==> config.mk <==
export PLATFORM = sky130hd
export DESIGN_NAME = l1_xlate_dual
export DESIGN_NICKNAME = d
export VERILOG_FILES = /design/src/rtl/xlate_pkg.sv /design/src/rtl/xlate_cam.sv /design/src/rtl/xlate_lru.sv /design/src/rtl/xlate_side.sv /design/src/rtl/l1_xlate_dual.sv
export SDC_FILE = /design/constraint.sdc
export NUM_CORES = 1
export LEC_CHECK = 0
export ABC_AREA = 1
export CAP_MARGIN = 25
export CELL_PAD_IN_SITES_DETAIL_PLACEMENT = 0
export CELL_PAD_IN_SITES_GLOBAL_PLACEMENT = 1
export CORE_ASPECT_RATIO = 0.75
export CORE_MARGIN = 1
export CORE_UTILIZATION = 45
export CTS_CLUSTER_SIZE = 16
export DETAILED_ROUTE_END_ITERATION = 12
export DONT_BUFFER_PORTS = 1
export PLACE_DENSITY = 0.79
export SLEW_MARGIN = 20
export SYNTH_ARGS = -nofsm -noshare
export SYNTH_HDL_FRONTEND = slang
export SYNTH_SLANG_ARGS = --single-unit
==> constraint.sdc <==
create_clock -name clk_i -period 17.1 [get_ports clk_i]
set_input_delay 2.565 -clock clk_i [delete_from_list [all_inputs] [get_ports clk_i]]
set_output_delay 2.565 -clock clk_i [all_outputs]
set_load 0.02 [all_outputs]
==> src/rtl/xlate_pkg.sv <==
`timescale 1ns/1ps
package xlate_pkg;
  localparam int EA_W    = 32;
  localparam int PA_W    = 36;
  localparam int OFF_MIN = 12;
  localparam int RPN_W   = PA_W - OFF_MIN;
  localparam int SZ_W    = 4;
  localparam int SZ_MAX  = 10;

  // offset mask: 12 + 2k bits, k clamped to SZ_MAX
  function automatic logic [EA_W-1:0] off_mask(input logic [SZ_W-1:0] sz);
    int unsigned k;
    int unsigned bits;
    k    = (int'(sz) > SZ_MAX) ? SZ_MAX : int'(sz);
    bits = OFF_MIN + 2 * k;
    if (bits >= EA_W) off_mask = '1;
    else              off_mask = (EA_W'(1) << bits) - EA_W'(1);
  endfunction
endpackage

==> src/rtl/xlate_cam.sv <==
`timescale 1ns/1ps
module xlate_cam
  import xlate_pkg::*;
#(
  parameter  int N_ENT = 4,
  parameter  int TAG_W = 9,
  localparam int IDX_W = $clog2(N_ENT)
) (
  input  logic             clk_i,
  input  logic             rst_ni,
  input  logic             clr_i,
  input  logic             wr_en_i,
  input  logic [IDX_W-1:0] wr_idx_i,
  input  logic [TAG_W-1:0] wr_tag_i,
  input  logic [EA_W-1:0]  wr_epn_i,
  input  logic [RPN_W-1:0] wr_rpn_i,
  input  logic [SZ_W-1:0]  wr_sz_i,
  input  logic [EA_W-1:0]  lk_ea_i,
  input  logic [TAG_W-1:0] lk_tag_i,
  output logic             match_o,
  output logic [IDX_W-1:0] match_idx_o,
  output logic [PA_W-1:0]  pa_o,
  output logic [N_ENT-1:0] valid_o
);
  logic [N_ENT-1:0] valid_q;
  logic [TAG_W-1:0] tag_q  [N_ENT];
  logic [EA_W-1:0]  epn_q  [N_ENT];
  logic [EA_W-1:0]  mask_q [N_ENT];
  logic [RPN_W-1:0] rpn_q  [N_ENT];
  logic [N_ENT-1:0] hit_vec;
  logic [EA_W-1:0]  wr_mask;

  assign wr_mask = off_mask(wr_sz_i);

  always_ff @(posedge clk_i or negedge rst_ni) begin
    if (!rst_ni)      valid_q <= '0;
    else if (clr_i)   valid_q <= '0;
    else if (wr_en_i) valid_q[wr_idx_i] <= 1'b1;
  end

  always_ff @(posedge clk_i) begin
    if (wr_en_i && !clr_i) begin
      tag_q[wr_idx_i]  <= wr_tag_i;
      mask_q[wr_idx_i] <= wr_mask;
      epn_q[wr_idx_i]  <= wr_epn_i & ~wr_mask;
      rpn_q[wr_idx_i]  <= wr_rpn_i;
    end
  end

  for (genvar i = 0; i < N_ENT; i++) begin : g_cmp
    assign hit_vec[i] = valid_q[i] && (tag_q[i] == lk_tag_i) &&
                        ((lk_ea_i & ~mask_q[i]) == epn_q[i]);
  end

  always_comb begin
    match_idx_o = '0;
    for (int i = N_ENT - 1; i >= 0; i--)
      if (hit_vec[i]) match_idx_o = IDX_W'(i);
  end

  logic [EA_W-1:0]  sel_mask;
  logic [RPN_W-1:0] sel_rpn;
  assign sel_mask = mask_q[match_idx_o];
  assign sel_rpn  = rpn_q[match_idx_o];

  assign match_o = |hit_vec;
  assign pa_o    = ({sel_rpn, {OFF_MIN{1'b0}}} & ~{{(PA_W-EA_W){1'b0}}, sel_mask}) |
                   {{(PA_W-EA_W){1'b0}}, lk_ea_i & sel_mask};
  assign valid_o = valid_q;
endmodule

==> src/rtl/xlate_lru.sv <==
`timescale 1ns/1ps
module xlate_lru #(
  parameter  int N_ENT = 4,
  localparam int IDX_W = $clog2(N_ENT)
) (
  input  logic             clk_i,
  input  logic             rst_ni,
  input  logic             clr_i,
  input  logic             hit_v_i,
  input  logic [IDX_W-1:0] hit_idx_i,
  input  logic             fill_v_i,
  input  logic [IDX_W-1:0] fill_idx_i,
  output logic [IDX_W-1:0] lru_idx_o
);
  // age_q[i][j] = 1: entry i used more recently than entry j
  logic [N_ENT-1:0] age_q [N_ENT];
  logic [N_ENT-1:0] age_d [N_ENT];
  logic [N_ENT-1:0] hit_oh, fill_oh;

  function automatic logic [N_ENT-1:0] init_row(input int r);
    logic [N_ENT-1:0] v;
    for (int j = 0; j < N_ENT; j++) v[j] = (j < r);
    return v;
  endfunction

  assign hit_oh  = N_ENT'(1) << hit_idx_i;
  assign fill_oh = N_ENT'(1) << fill_idx_i;

  always_comb begin
    for (int i = 0; i < N_ENT; i++) age_d[i] = age_q[i];
    if (hit_v_i) begin
      for (int i = 0; i < N_ENT; i++) age_d[i] = age_d[i] & ~hit_oh;
      age_d[hit_idx_i] = ~hit_oh;
    end
    if (fill_v_i) begin
      for (int i = 0; i < N_ENT; i++) age_d[i] = age_d[i] & ~fill_oh;
      age_d[fill_idx_i] = ~fill_oh;
    end
    if (clr_i)
      for (int i = 0; i < N_ENT; i++) age_d[i] = init_row(i);
  end

  always_ff @(posedge clk_i or negedge rst_ni) begin
    if (!rst_ni) begin
      for (int i = 0; i < N_ENT; i++) age_q[i] <= init_row(i);
    end else begin
      for (int i = 0; i < N_ENT; i++) age_q[i] <= age_d[i];
    end
  end

  always_comb begin
    lru_idx_o = '0;
    for (int i = N_ENT - 1; i >= 0; i--)
      if (age_q[i] == '0) lru_idx_o = IDX_W'(i);
  end
endmodule

==> src/rtl/xlate_side.sv <==
`timescale 1ns/1ps
module xlate_side
  import xlate_pkg::*;
#(
  parameter  int N_ENT = 4,
  parameter  int TAG_W = 9,
  localparam int IDX_W = $clog2(N_ENT)
) (
  input  logic             clk_i,
  input  logic             rst_ni,
  input  logic             inv_i,
  input  logic             lk_req_i,
  input  logic [EA_W-1:0]  lk_ea_i,
  input  logic [TAG_W-1:0] lk_tag_i,
  output logic             lk_hit_o,
  output logic [PA_W-1:0]  lk_pa_o,
  output logic             lk_miss_o,
  output logic [EA_W-1:0]  miss_ea_o,
  output logic [TAG_W-1:0] miss_tag_o,
  input  logic             fill_valid_i,
  output logic             fill_ready_o,
  input  logic [TAG_W-1:0] fill_tag_i,
  input  logic [EA_W-1:0]  fill_epn_i,
  input  logic [RPN_W-1:0] fill_rpn_i,
  input  logic [SZ_W-1:0]  fill_size_i
);
  logic             match;
  logic [IDX_W-1:0] match_idx, lru_idx, victim;
  logic [N_ENT-1:0] valid;
  logic             fill_fire;
  logic             any_free;
  logic [IDX_W-1:0] free_idx;

  assign fill_ready_o = !inv_i;
  assign fill_fire    = fill_valid_i && fill_ready_o;

  always_comb begin
    any_free = 1'b0;
    free_idx = '0;
    for (int i = N_ENT - 1; i >= 0; i--)
      if (!valid[i]) begin
        any_free = 1'b1;
        free_idx = IDX_W'(i);
      end
  end
  assign victim = any_free ? free_idx : lru_idx;

  xlate_cam #(.N_ENT(N_ENT), .TAG_W(TAG_W)) u_cam (
    .clk_i       (clk_i),
    .rst_ni      (rst_ni),
    .clr_i       (inv_i),
    .wr_en_i     (fill_fire),
    .wr_idx_i    (victim),
    .wr_tag_i    (fill_tag_i),
    .wr_epn_i    (fill_epn_i),
    .wr_rpn_i    (fill_rpn_i),
    .wr_sz_i     (fill_size_i),
    .lk_ea_i     (lk_ea_i),
    .lk_tag_i    (lk_tag_i),
    .match_o     (match),
    .match_idx_o (match_idx),
    .pa_o        (lk_pa_o),
    .valid_o     (valid)
  );

  xlate_lru #(.N_ENT(N_ENT)) u_lru (
    .clk_i      (clk_i),
    .rst_ni     (rst_ni),
    .clr_i      (inv_i),
    .hit_v_i    (lk_hit_o),
    .hit_idx_i  (match_idx),
    .fill_v_i   (fill_fire),
    .fill_idx_i (victim),
    .lru_idx_o  (lru_idx)
  );

  assign lk_hit_o   = lk_req_i && match;
  assign lk_miss_o  = lk_req_i && !match;
  assign miss_ea_o  = lk_ea_i;
  assign miss_tag_o = lk_tag_i;
endmodule

==> src/rtl/l1_xlate_dual.sv <==
`timescale 1ns/1ps
module l1_xlate_dual
  import xlate_pkg::*;
#(
  parameter int N_SIDE = 2,
  parameter int N_ENT  = 4,
  parameter int TAG_W  = 9
) (
  input  logic                          clk_i,
  input  logic                          rst_ni,
  input  logic [N_SIDE-1:0]             inv_i,
  input  logic [N_SIDE-1:0]             lk_req_i,
  input  logic [N_SIDE-1:0][EA_W-1:0]   lk_ea_i,
  input  logic [N_SIDE-1:0][TAG_W-1:0]  lk_tag_i,
  output logic [N_SIDE-1:0]             lk_hit_o,
  output logic [N_SIDE-1:0][PA_W-1:0]   lk_pa_o,
  output logic [N_SIDE-1:0]             lk_miss_o,
  output logic [N_SIDE-1:0][EA_W-1:0]   miss_ea_o,
  output logic [N_SIDE-1:0][TAG_W-1:0]  miss_tag_o,
  input  logic [N_SIDE-1:0]             fill_valid_i,
  output logic [N_SIDE-1:0]             fill_ready_o,
  input  logic [N_SIDE-1:0][TAG_W-1:0]  fill_tag_i,
  input  logic [N_SIDE-1:0][EA_W-1:0]   fill_epn_i,
  input  logic [N_SIDE-1:0][RPN_W-1:0]  fill_rpn_i,
  input  logic [N_SIDE-1:0][SZ_W-1:0]   fill_size_i
);
  // one private buffer per side, nothing shared
  for (genvar s = 0; s < N_SIDE; s++) begin : g_side
    xlate_side #(.N_ENT(N_ENT), .TAG_W(TAG_W)) u_side (
      .clk_i        (clk_i),
      .rst_ni       (rst_ni),
      .inv_i        (inv_i[s]),
      .lk_req_i     (lk_req_i[s]),
      .lk_ea_i      (lk_ea_i[s]),
      .lk_tag_i     (lk_tag_i[s]),
      .lk_hit_o     (lk_hit_o[s]),
      .lk_pa_o      (lk_pa_o[s]),
      .lk_miss_o    (lk_miss_o[s]),
      .miss_ea_o    (miss_ea_o[s]),
      .miss_tag_o   (miss_tag_o[s]),
      .fill_valid_i (fill_valid_i[s]),
      .fill_ready_o (fill_ready_o[s]),
      .fill_tag_i   (fill_tag_i[s]),
      .fill_epn_i   (fill_epn_i[s]),
      .fill_rpn_i   (fill_rpn_i[s]),
      .fill_size_i  (fill_size_i[s])
    );
  end
endmodule

### Yosys cells after proc, flatten, opt, wreduce, memory -nomap -nowiden

Memory sizes are Yosys's and may differ from the RTL's.
Cells that the tools add are included.

* register bits after elaboration: 40
* bits in writable memories: 776
* input bits: 228
* output and inout port bits: 160
* word-level logic and storage cells: 228
* memories: 8

* $add $sub $neg: 4
* order comparisons: 16
* eq/ne operators: 16
* shift-type cells: 6
* multiplexer cells: 68
* bitwise gates (word level): 54
* reductions and logical operators: 46

Memory list
* g_side[0].u_side.u_cam.epn_q: words 4, bits a word 32, rd ports 4, clocked after memory_dff 0, write ports 1, RTL line xlate_cam.sv:27 `logic [EA_W-1:0] epn_q [N_ENT];`
* g_side[0].u_side.u_cam.mask_q: words 4, bits a word 32, rd ports 5, clocked after memory_dff 0, write ports 1, RTL line xlate_cam.sv:28 `logic [EA_W-1:0] mask_q [N_ENT];`
* g_side[1].u_side.u_cam.epn_q: words 4, bits a word 32, rd ports 4, clocked after memory_dff 0, write ports 1, RTL line xlate_cam.sv:27
* g_side[1].u_side.u_cam.mask_q: words 4, bits a word 32, rd ports 5, clocked after memory_dff 0, write ports 1, RTL line xlate_cam.sv:28
* g_side[0].u_side.u_cam.rpn_q: words 4, bits a word 24, rd ports 1, clocked after memory_dff 0, write ports 1, RTL line xlate_cam.sv:29 `logic [RPN_W-1:0] rpn_q [N_ENT];`
* g_side[1].u_side.u_cam.rpn_q: words 4, bits a word 24, rd ports 1, clocked after memory_dff 0, write ports 1, RTL line xlate_cam.sv:29
* 2 more memories

Operator list (count)
* 32-bit bitwise AND: 12
* 32-bit inverter: 10
* 32-bit equality test: 8
* 16-bit two-way mux: 6
* 36-bit bitwise AND: 2
* 9-bit equality test: 8
* 32-bit inverter with 36-bit output: 2
* 36-bit by 32-bit OR with 36-bit output: 2
* 4-bit bitwise AND: 16
* 16-bit bitwise mux: 4
* 32-bit two-way mux: 2
* 1-bit by 6-bit << shifter with 32-bit output, first input constant: 2
* 32-bit by 2-bit subtractor with 32-bit output, second input constant: 2
* 2-bit two-way mux: 26
* 4-bit two-way mux: 10
* 4-bit demux with 2-bit select: 4
* 4-bit logical NOT: 8
* 1-bit logical AND: 30
* 4-bit inverter: 4
* 1-bit by 2-bit << shifter with 4-bit output, first input constant: 4
* 1-bit two-way mux: 14
* 4-bit by 5-bit adder with 6-bit output, first input constant: 2
* 3-bit greater-or-equal comparator, second input constant: 4
* 6-bit greater-or-equal comparator, second input constant: 2
* 10 further kinds: 26

### Longest topological paths before layout

Gate-level depths: netlist (run 1).
An unclocked memory read counts as a cell.

* depth in word-level cells: 20
* mapped depth: 21
* gate-level depth less buffers: 21

### Modules after synthesis

Synthesis (run 1) repeated with hierarchy kept, for this count alone.

* cell total of the unflattened synthesis: 4318
* area, all modules: 39968.3 sq um

By module, submodules not included
* xlate_cam at g_side[1].u_side.u_cam: times used 1, cells each 1988, area each 18829.3 sq um, seq. area each 11390.9 sq um
* xlate_cam at g_side[0].u_side.u_cam: times used 1, cells each 1990, area each 18674.2 sq um, seq. area each 11390.9 sq um
* xlate_lru: times used 2, cells each 111, area each 857.1 sq um, seq. area each 407.9 sq um
* xlate_side: times used 2, cells each 59, area each 375.4 sq um, seq. area each 0.0 sq um

### Worst setup path after synthesis (run 1)

No wires, ideal clock.

* path type: input to register
* start: input port inv_i[0]
* end: register g_side[0].u_side.u_lru.age_q[0] (netlist bit)
* library setup time: 0.325 ns
* arrival time: 10.107 ns
* required time: 16.775 ns
* path slack: 6.668 ns
* stages: 7
* buffers on the path: 1
* cell sequence: clkbuf_1 nor2_1 inv_1 nor3_1 nor2_1 nand2_1 o211ai_1

RTL lines
* from (decl): RTL line l1_xlate_dual.sv:11 `input logic [N_SIDE-1:0] inv_i,`
* to (decl): RTL line xlate_lru.sv:16 `logic [N_ENT-1:0] age_q [N_ENT];`

==> results of run 1 <==
## area by class of cell
type	count	area, um2	area share (%)
Multi-Input combinational cell	2968	13400	30.3
Tap cell	1212	1520	3.43
Timing Repair Buffer	35	268	0.606
Inverter	720	2700	6.12
Sequential cell	792	23600	53.4
Clock buffer	112	2230	5.04
Clock inverter	41	447	1.01
## placed cells by master (no fill, tap or decap), types with 7 or more instances in the layout
cell type	instances
clkinv_1	21
clkbuf_16	84
inv_2	42
nor2_1	644
xor2_1	56
nor2_4	8
nand3b_1	79
nand2_2	12
nand3_1	361
o211ai_1	7
clkinv_2	9
dfrtp_1	28
nor3_1	21
edfxtp_1	752
nand4_1	98
o21bai_1	17
xnor2_1	32
inv_1	673
o21ai_0	110
buf_4	33
clkbuf_1	26
dfstp_2	12
nand2_1	1328
o21ai_1	92
nand3_2	12
and2_1	7
a21oi_1	32
## how the worst min path moves through the flow
stage / start / endpoint / slack, ns
detailed placement: g_side[0].u_side.u_lru.age_q[9] / g_side[0].u_side.u_lru.age_q[9] / 0.49
global placement: g_side[0].u_side.u_lru.age_q[9] / g_side[0].u_side.u_lru.age_q[9] / 0.48
floorplan: g_side[1].u_side.u_lru.age_q[9] / g_side[1].u_side.u_lru.age_q[9] / 0.46
global route: g_side[1].u_side.u_lru.age_q[9] / g_side[1].u_side.u_lru.age_q[9] / 0.52
finish: g_side[1].u_side.u_lru.age_q[5] / g_side[1].u_side.u_lru.age_q[5] / 0.50
CTS: g_side[0].u_side.u_lru.age_q[9] / g_side[0].u_side.u_lru.age_q[9] / 0.50
## flip-flops by register name (all words and copies together) (netlist names)
register                     count
g_side.u_side.u_cam.rpn_q      192
g_side.u_side.u_cam.mask_q     232
g_side.u_side.u_lru.age_q       32
g_side.u_side.u_cam.valid_o      8
g_side.u_side.u_cam.tag_q       72
g_side.u_side.u_cam.epn_q      256
## worst max-delay path, delay by kind of cell
family           cells  cell delay, ns
AND/OR/NAND/NOR     12            3.27
XOR/XNOR             1            0.68
AO/OA/AOI/OAI        1            0.29
## per-stage QoR
step / area [um2] / hold slack [ns]
global placement: 41500 / 0.484
global route: 44200 / 0.520
floorplan: 40900 / 0.463
detailed placement: 41500 / 0.488
finish: 44200 / 0.499
CTS: 44100 / 0.502
## metal layers
layer	global-route usage [%]	wire length [um]
met5	0	13
met4	5.74	2160
met2	39.3	53800
met1	48.7	65700
met3	11.1	20400
## kinds of logic after synthesis
kind of cell | after synthesis | synth area share, %
fa+ha+maj | 4 | 0.123
xor+xnor | 89 | 1.93
buf+inv | 894 | 9.58
simple gates | 2601 | 27.0
compound gates | 273 | 3.60
flops | 792 | 57.8
mux | 1 | 0.0276
## report_power, final
| part | total [W] | switching [W] | internal (W) |
|---|---|---|---|
| clock | 0.00181 | 0.000807 | 0.00100 |
| combinational | 0.000341 | 0.000267 | 0.0000739 |
| sequential | 0.00222 | 0.0000193 | 0.00220 |
| total | 0.00437 | 0.00109 | 0.00327 |
==> results.txt, run 1 <==
Iteration-0 DRC Markers - 4258
RSZ-0062 raised after global routing - no
Wire length per cell - 24.2 um
Critical path class - in -> out
Syn_area_per_cell - 8.78 um2
DP Wirelength - 108 mm
Clock tree buffer depth - 3
Synthesis-stage register bit count - 792
Final worst path period share - 55.1%
Tmin final - 9.42 ns
Die area - 92000 um2
WP data required - 14.53 ns
Place WS - 7.95 ns
Hold buffer count at cts - 0
N_diodes - 0
Area Overhead vs Synth - 8.09%
Layout cell share with drive strength beyond 1 - 5.42%
Die width - 350 um
Final setup TNS - 0 ns
Worst reg2reg path depth - 15
I/O pin count - 388
Max Freq - 0.106 GHz
Leak - 19.1 nW
Most numerous cell in the Yosys netlist - nand2_1
Filler instances - 8426
Worst-path clk slew - 0.06 ns
Number of global-route vias before repair - 28782
H-tree depth - 3
Worst hold path cell count - 2
Vias per cell - 5.43
Largest cells by area after synthesis - edfxtp_1 55%, nand2_1 12%, inv_1 6.2%
Remaining DRCs - 0
R2R Setup Slk - 12.87 ns
GP Congestion - 1.01
Starting Density - 45.5%
Routed wire length - 142 mm
Resize count post-CTS - 0
Crit path from - lk_ea_i[17]
Slowest stage cell, crit path - nor2_1
Hold Path Class - reg -> reg
Cells after Synth - 4654
Clock root buffer master - clkbuf_16
Critical path capture point type - output pin
Max-slew violations - 0
Final Util - 49.2%
PortBufs - 0
Final WS setup - 7.68 ns
CP max stage delay - 0.73 ns
TritonCTS clock tree - yes
Maxcap violations - 0
Fraction of registers with async set/reset - 5.05%
Num Clock Sinks - 792
Clock Latency Late Sink - 0.67 ns
Pwr Total - 0.00437 W
Gr usage total - 30.7%
Via count - 31905
Worst setup path endpoint - lk_pa_o[8]
Top cell type's share of synthesized area - 55.3%
First-pass GRT wire length - 201 mm
Fin cells - 5880
Pin count of the biggest net entering global routing - 63
Worst r2r src - g_side[1].u_side.u_cam.mask_q[0][6]
Cts bufs inserted - 84
Row count - 95
Register area share after synthesis - 57.8%
Crit path max fanout - 27
Final ANT Viol Nets - 0
Ys Warns - 0
Final setup vio count - 0
Reg-to-Reg End - g_side[1].u_side.u_lru.age_q[14]
1st-pass router iterations - 6
Post-synth top cells - 1328 x nand2_1, 752 x edfxtp_1, 673 x inv_1
CP startpoint kind - input pin
Clk_skew - 0.0309 ns
Slew HR - 23.5%
Number of flops mapped to enable cells by yosys - 752
Worst Max-Slew Pin Slew - 1.15 ns
Post-CTS setup buffers - 0
Syn_nets - 4886
Critical Path AT - 6.85 ns
Critical path cell sequence - nand2_1, xor2_1, nand2_1, nor2_1, nand2_1, nor2_1, nand3_1, nand2_2, nand2_2, nand2_4, nand2_1, o21ai_1, nor2_1, nor2_1
Power per Cell Area - 98.9 nW/um2
Placed cell count - 5726
Antenna violations before repair - 3
Synth area leader - edfxtp_1
Status - finished, final reports clean
Die height - 263 um
Placeable Area - 89700 um2
Hold Fails Final Rpt - 0
Final net count - 4833
Total grt overflow - 0
Yosys cell types - 52
Peak VDD IR - 0.0710 mV
Mapped cell area - 40900 um2
Main flop type after synthesis - edfxtp_1
Note: power is estimated with default switching activity, not from simulation.
==> run 2: changes to the inputs <==
==> constraint.sdc (replaced) <==
create_clock -name clk_i -period 9.37 [get_ports clk_i]
set_input_delay 1.4055 -clock clk_i [delete_from_list [all_inputs] [get_ports clk_i]]
set_output_delay 1.4055 -clock clk_i [all_outputs]
set_load 0.02 [all_outputs]
==> run 2 against run 1 <==
  * Cell count is the same
  * Critical path type unchanged
  * Routed wire length shrank 0.23%
  * Via count shrank 0.35%
  * Largest power group unchanged
  * Sequential power grew 82%
  * Combinational power grew 82%
  * Sequential share of layout area is essentially flat
  * Worst setup slack lost 5.2 ns
  * Worst hold slack lost 0.060 ns
  * Die area is the same
  * Flip-flop and latch count is the same
==> results.txt, run 2 (synthesis gave the netlist of run 1 again) <==
Clock tree buffer depth - 3
Grt met3 use - 11.9%
Register share of total power - 51.1%
Num Clock Sinks - 792
Remaining DRCs - 0
Largest Register - g_side.u_side.u_cam.epn_q
Maxcap violations - 0
Flip-flop count of the largest register after layout - 256
Clock root buffer master - clkbuf_16
Final WS setup - 2.50 ns
Layout cell share with drive strength beyond 1 - 5.68%
Tmin final - 6.87 ns
RSZ-0062 raised after global routing - no
Commonest non-fill, non-tap cell in the layout - nand2_1
Final ANT Viol Nets - 0
Total grt overflow - 0
Wire length per cell - 24.1 um
H-tree depth - 3
Vias per cell - 5.41
Number of global-route vias before repair - 28992
Peak VDD IR - 0.188 mV
Power per Cell Area - 179 nW/um2
Post-CTS setup buffers - 0
Gate power share - 7.9%
Leak - 19.1 nW
Max Freq - 0.146 GHz
P_int - 0.00593 W
GR Util met2 - 39.1%
Hold Path Class - in -> async
Cts bufs inserted - 82
Die height - 263 um
Final setup TNS - 0 ns
Filler instances - 8448
Clk_skew - 0.0158 ns
Row count - 95
Die width - 350 um
Regs by FF count - g_side.u_side.u_cam.epn_q: 256 flops, g_side.u_side.u_cam.mask_q: 232 flops, g_side.u_side.u_cam.rpn_q: 192 flops
Iteration-0 DRC Markers - 4062
TritonCTS clock tree - yes
Pin count of the biggest net entering global routing - 64
1st-pass router iterations - 6
First-pass GRT wire length - 201 mm
Routing usage on met1 - 48.0%
Via count - 31793
Critical path capture point type - output pin
WP data required - 7.96 ns
I/O pin count - 388
Slew HR - 21.2%
PortBufs - 0
Most frequent cells in the layout - 1328 x nand2_1, 752 x edfxtp_1, 673 x inv_1
Final net count - 4834
GP Congestion - 1.02
Worst-path clk slew - 0.06 ns
Layer with the highest usage - met1
Net Sw Power - 0.00198 W
DP Wirelength - 107 mm
Critical path class - in -> out
Final setup vio count - 0
Resize count post-CTS - 0
Final worst path period share - 73.3%
Starting Density - 45.5%
Placeable Area - 89700 um2
Routed wire length - 142 mm
Sw Ratio - 25.0%
Hold Fails Final Rpt - 0
Gr usage total - 30.6%
Status - finished, final reports clean
Die area - 92000 um2
Place WS - 2.69 ns
Area Overhead vs Synth - 8.00%
Clock Latency Late Sink - 0.66 ns
Clock power frac - 41.0%
Worst Max-Slew Pin Slew - 1.17 ns
Max-slew violations - 0
Antenna violations before repair - 5
Critical Path AT - 5.46 ns
CP startpoint kind - input pin
Crit path max fanout - 41
Hold buffer count at cts - 0
==> run 2: cell count changes in the layout (fill, tap and decap cells not counted), moves of 3 or more <==
cell	before	now
clkbuf_1	26	10
clkinv_2	9	16
clkinv_1	21	24
clkinvlp_4	2	5
==> run 2: per-layer routing <==
| layer | vias up | routed length (um) | share of wire, % |
|---|---|---|---|
| met5 | - | 36 | 0.025 |
| met3 | 157 | 20400 | 14 |
| met1 | 15120 | 65300 | 46 |
| met4 | 6 | 2480 | 1.7 |
| li1 | 14875 | - | - |
| met2 | 1635 | 53600 | 38 |
==> run 2: area by class of cell <==
cell class	count	area, um2	area share (%)
Antenna cell	1	2.50	0.00567
Clock buffer	92	2090	4.74
Multi-Input combinational cell	2968	13400	30.4
Tap cell	1212	1520	3.44
Timing Repair Buffer	38	288	0.652
Sequential cell	792	23600	53.5
Inverter	720	2700	6.13
Clock inverter	57	527	1.19
==> run 2: power groups by stage <==
stage | logic [W] | clock network, W | registers (W)
5_1_grt | 0.000671 | 0.00340 | 0.00405
2_1_floorplan | 0.000430 | 0 | 0.00412
4_1_cts | 0.000603 | 0.00328 | 0.00404
6_report | 0.000622 | 0.00325 | 0.00404
3_5_place_dp | 0.000601 | 0 | 0.00412
3_3_place_gp | 0.000596 | 0 | 0.00412
==> run 2: worst max-delay path, stage by stage <==
cell     delay, ns
inv_1         0.11
o21ai_0       0.76
nand3_1       0.15
nor2_1        0.19
nand3_1       0.21
nand2_2       0.53
nand2_4       0.57
nor2_4        0.64
nand2_1       0.10
o21ai_1       0.11
nor2_1        0.05
nor2_1        0.61
==> run 2: path summary, 6_finish.rpt <==
kind / start / end / slack, ns / cells after the start
max: lk_ea_i[28] / lk_pa_o[8] / 2.50 / 12
min: rst_ni / g_side[0].u_side.u_lru.age_q[3] / 0.44 / 0
max reg2reg: g_side[1].u_side.u_cam.mask_q[0][6] / g_side[1].u_side.u_lru.age_q[14] / 5.19 / 15
min reg2reg: g_side[1].u_side.u_lru.age_q[6] / g_side[1].u_side.u_lru.age_q[6] / 0.50 / 2
max in group asynchronous: rst_ni / g_side[1].u_side.u_lru.age_q[8] / 8.74 / 0
min in group clk_i: g_side[1].u_side.u_lru.age_q[6] / g_side[1].u_side.u_lru.age_q[6] / 0.50 / 2
==> run 2: through the flow <==
stage	cell area (um2)	utilization [%]	total power [W]	hold WS, ns	instances
3_3_place_gp	41500	46.2	0.00471	0.487	5727
4_1_cts	44100	49.1	0.00792	0.398	5878
6_report	44100	49.2	0.00791	0.440	5880
5_1_grt	44100	49.2	0.00812	0.409	5879
2_1_floorplan	40900	-	0.00455	0.463	4654
3_5_place_dp	41500	46.2	0.00472	0.485	5729
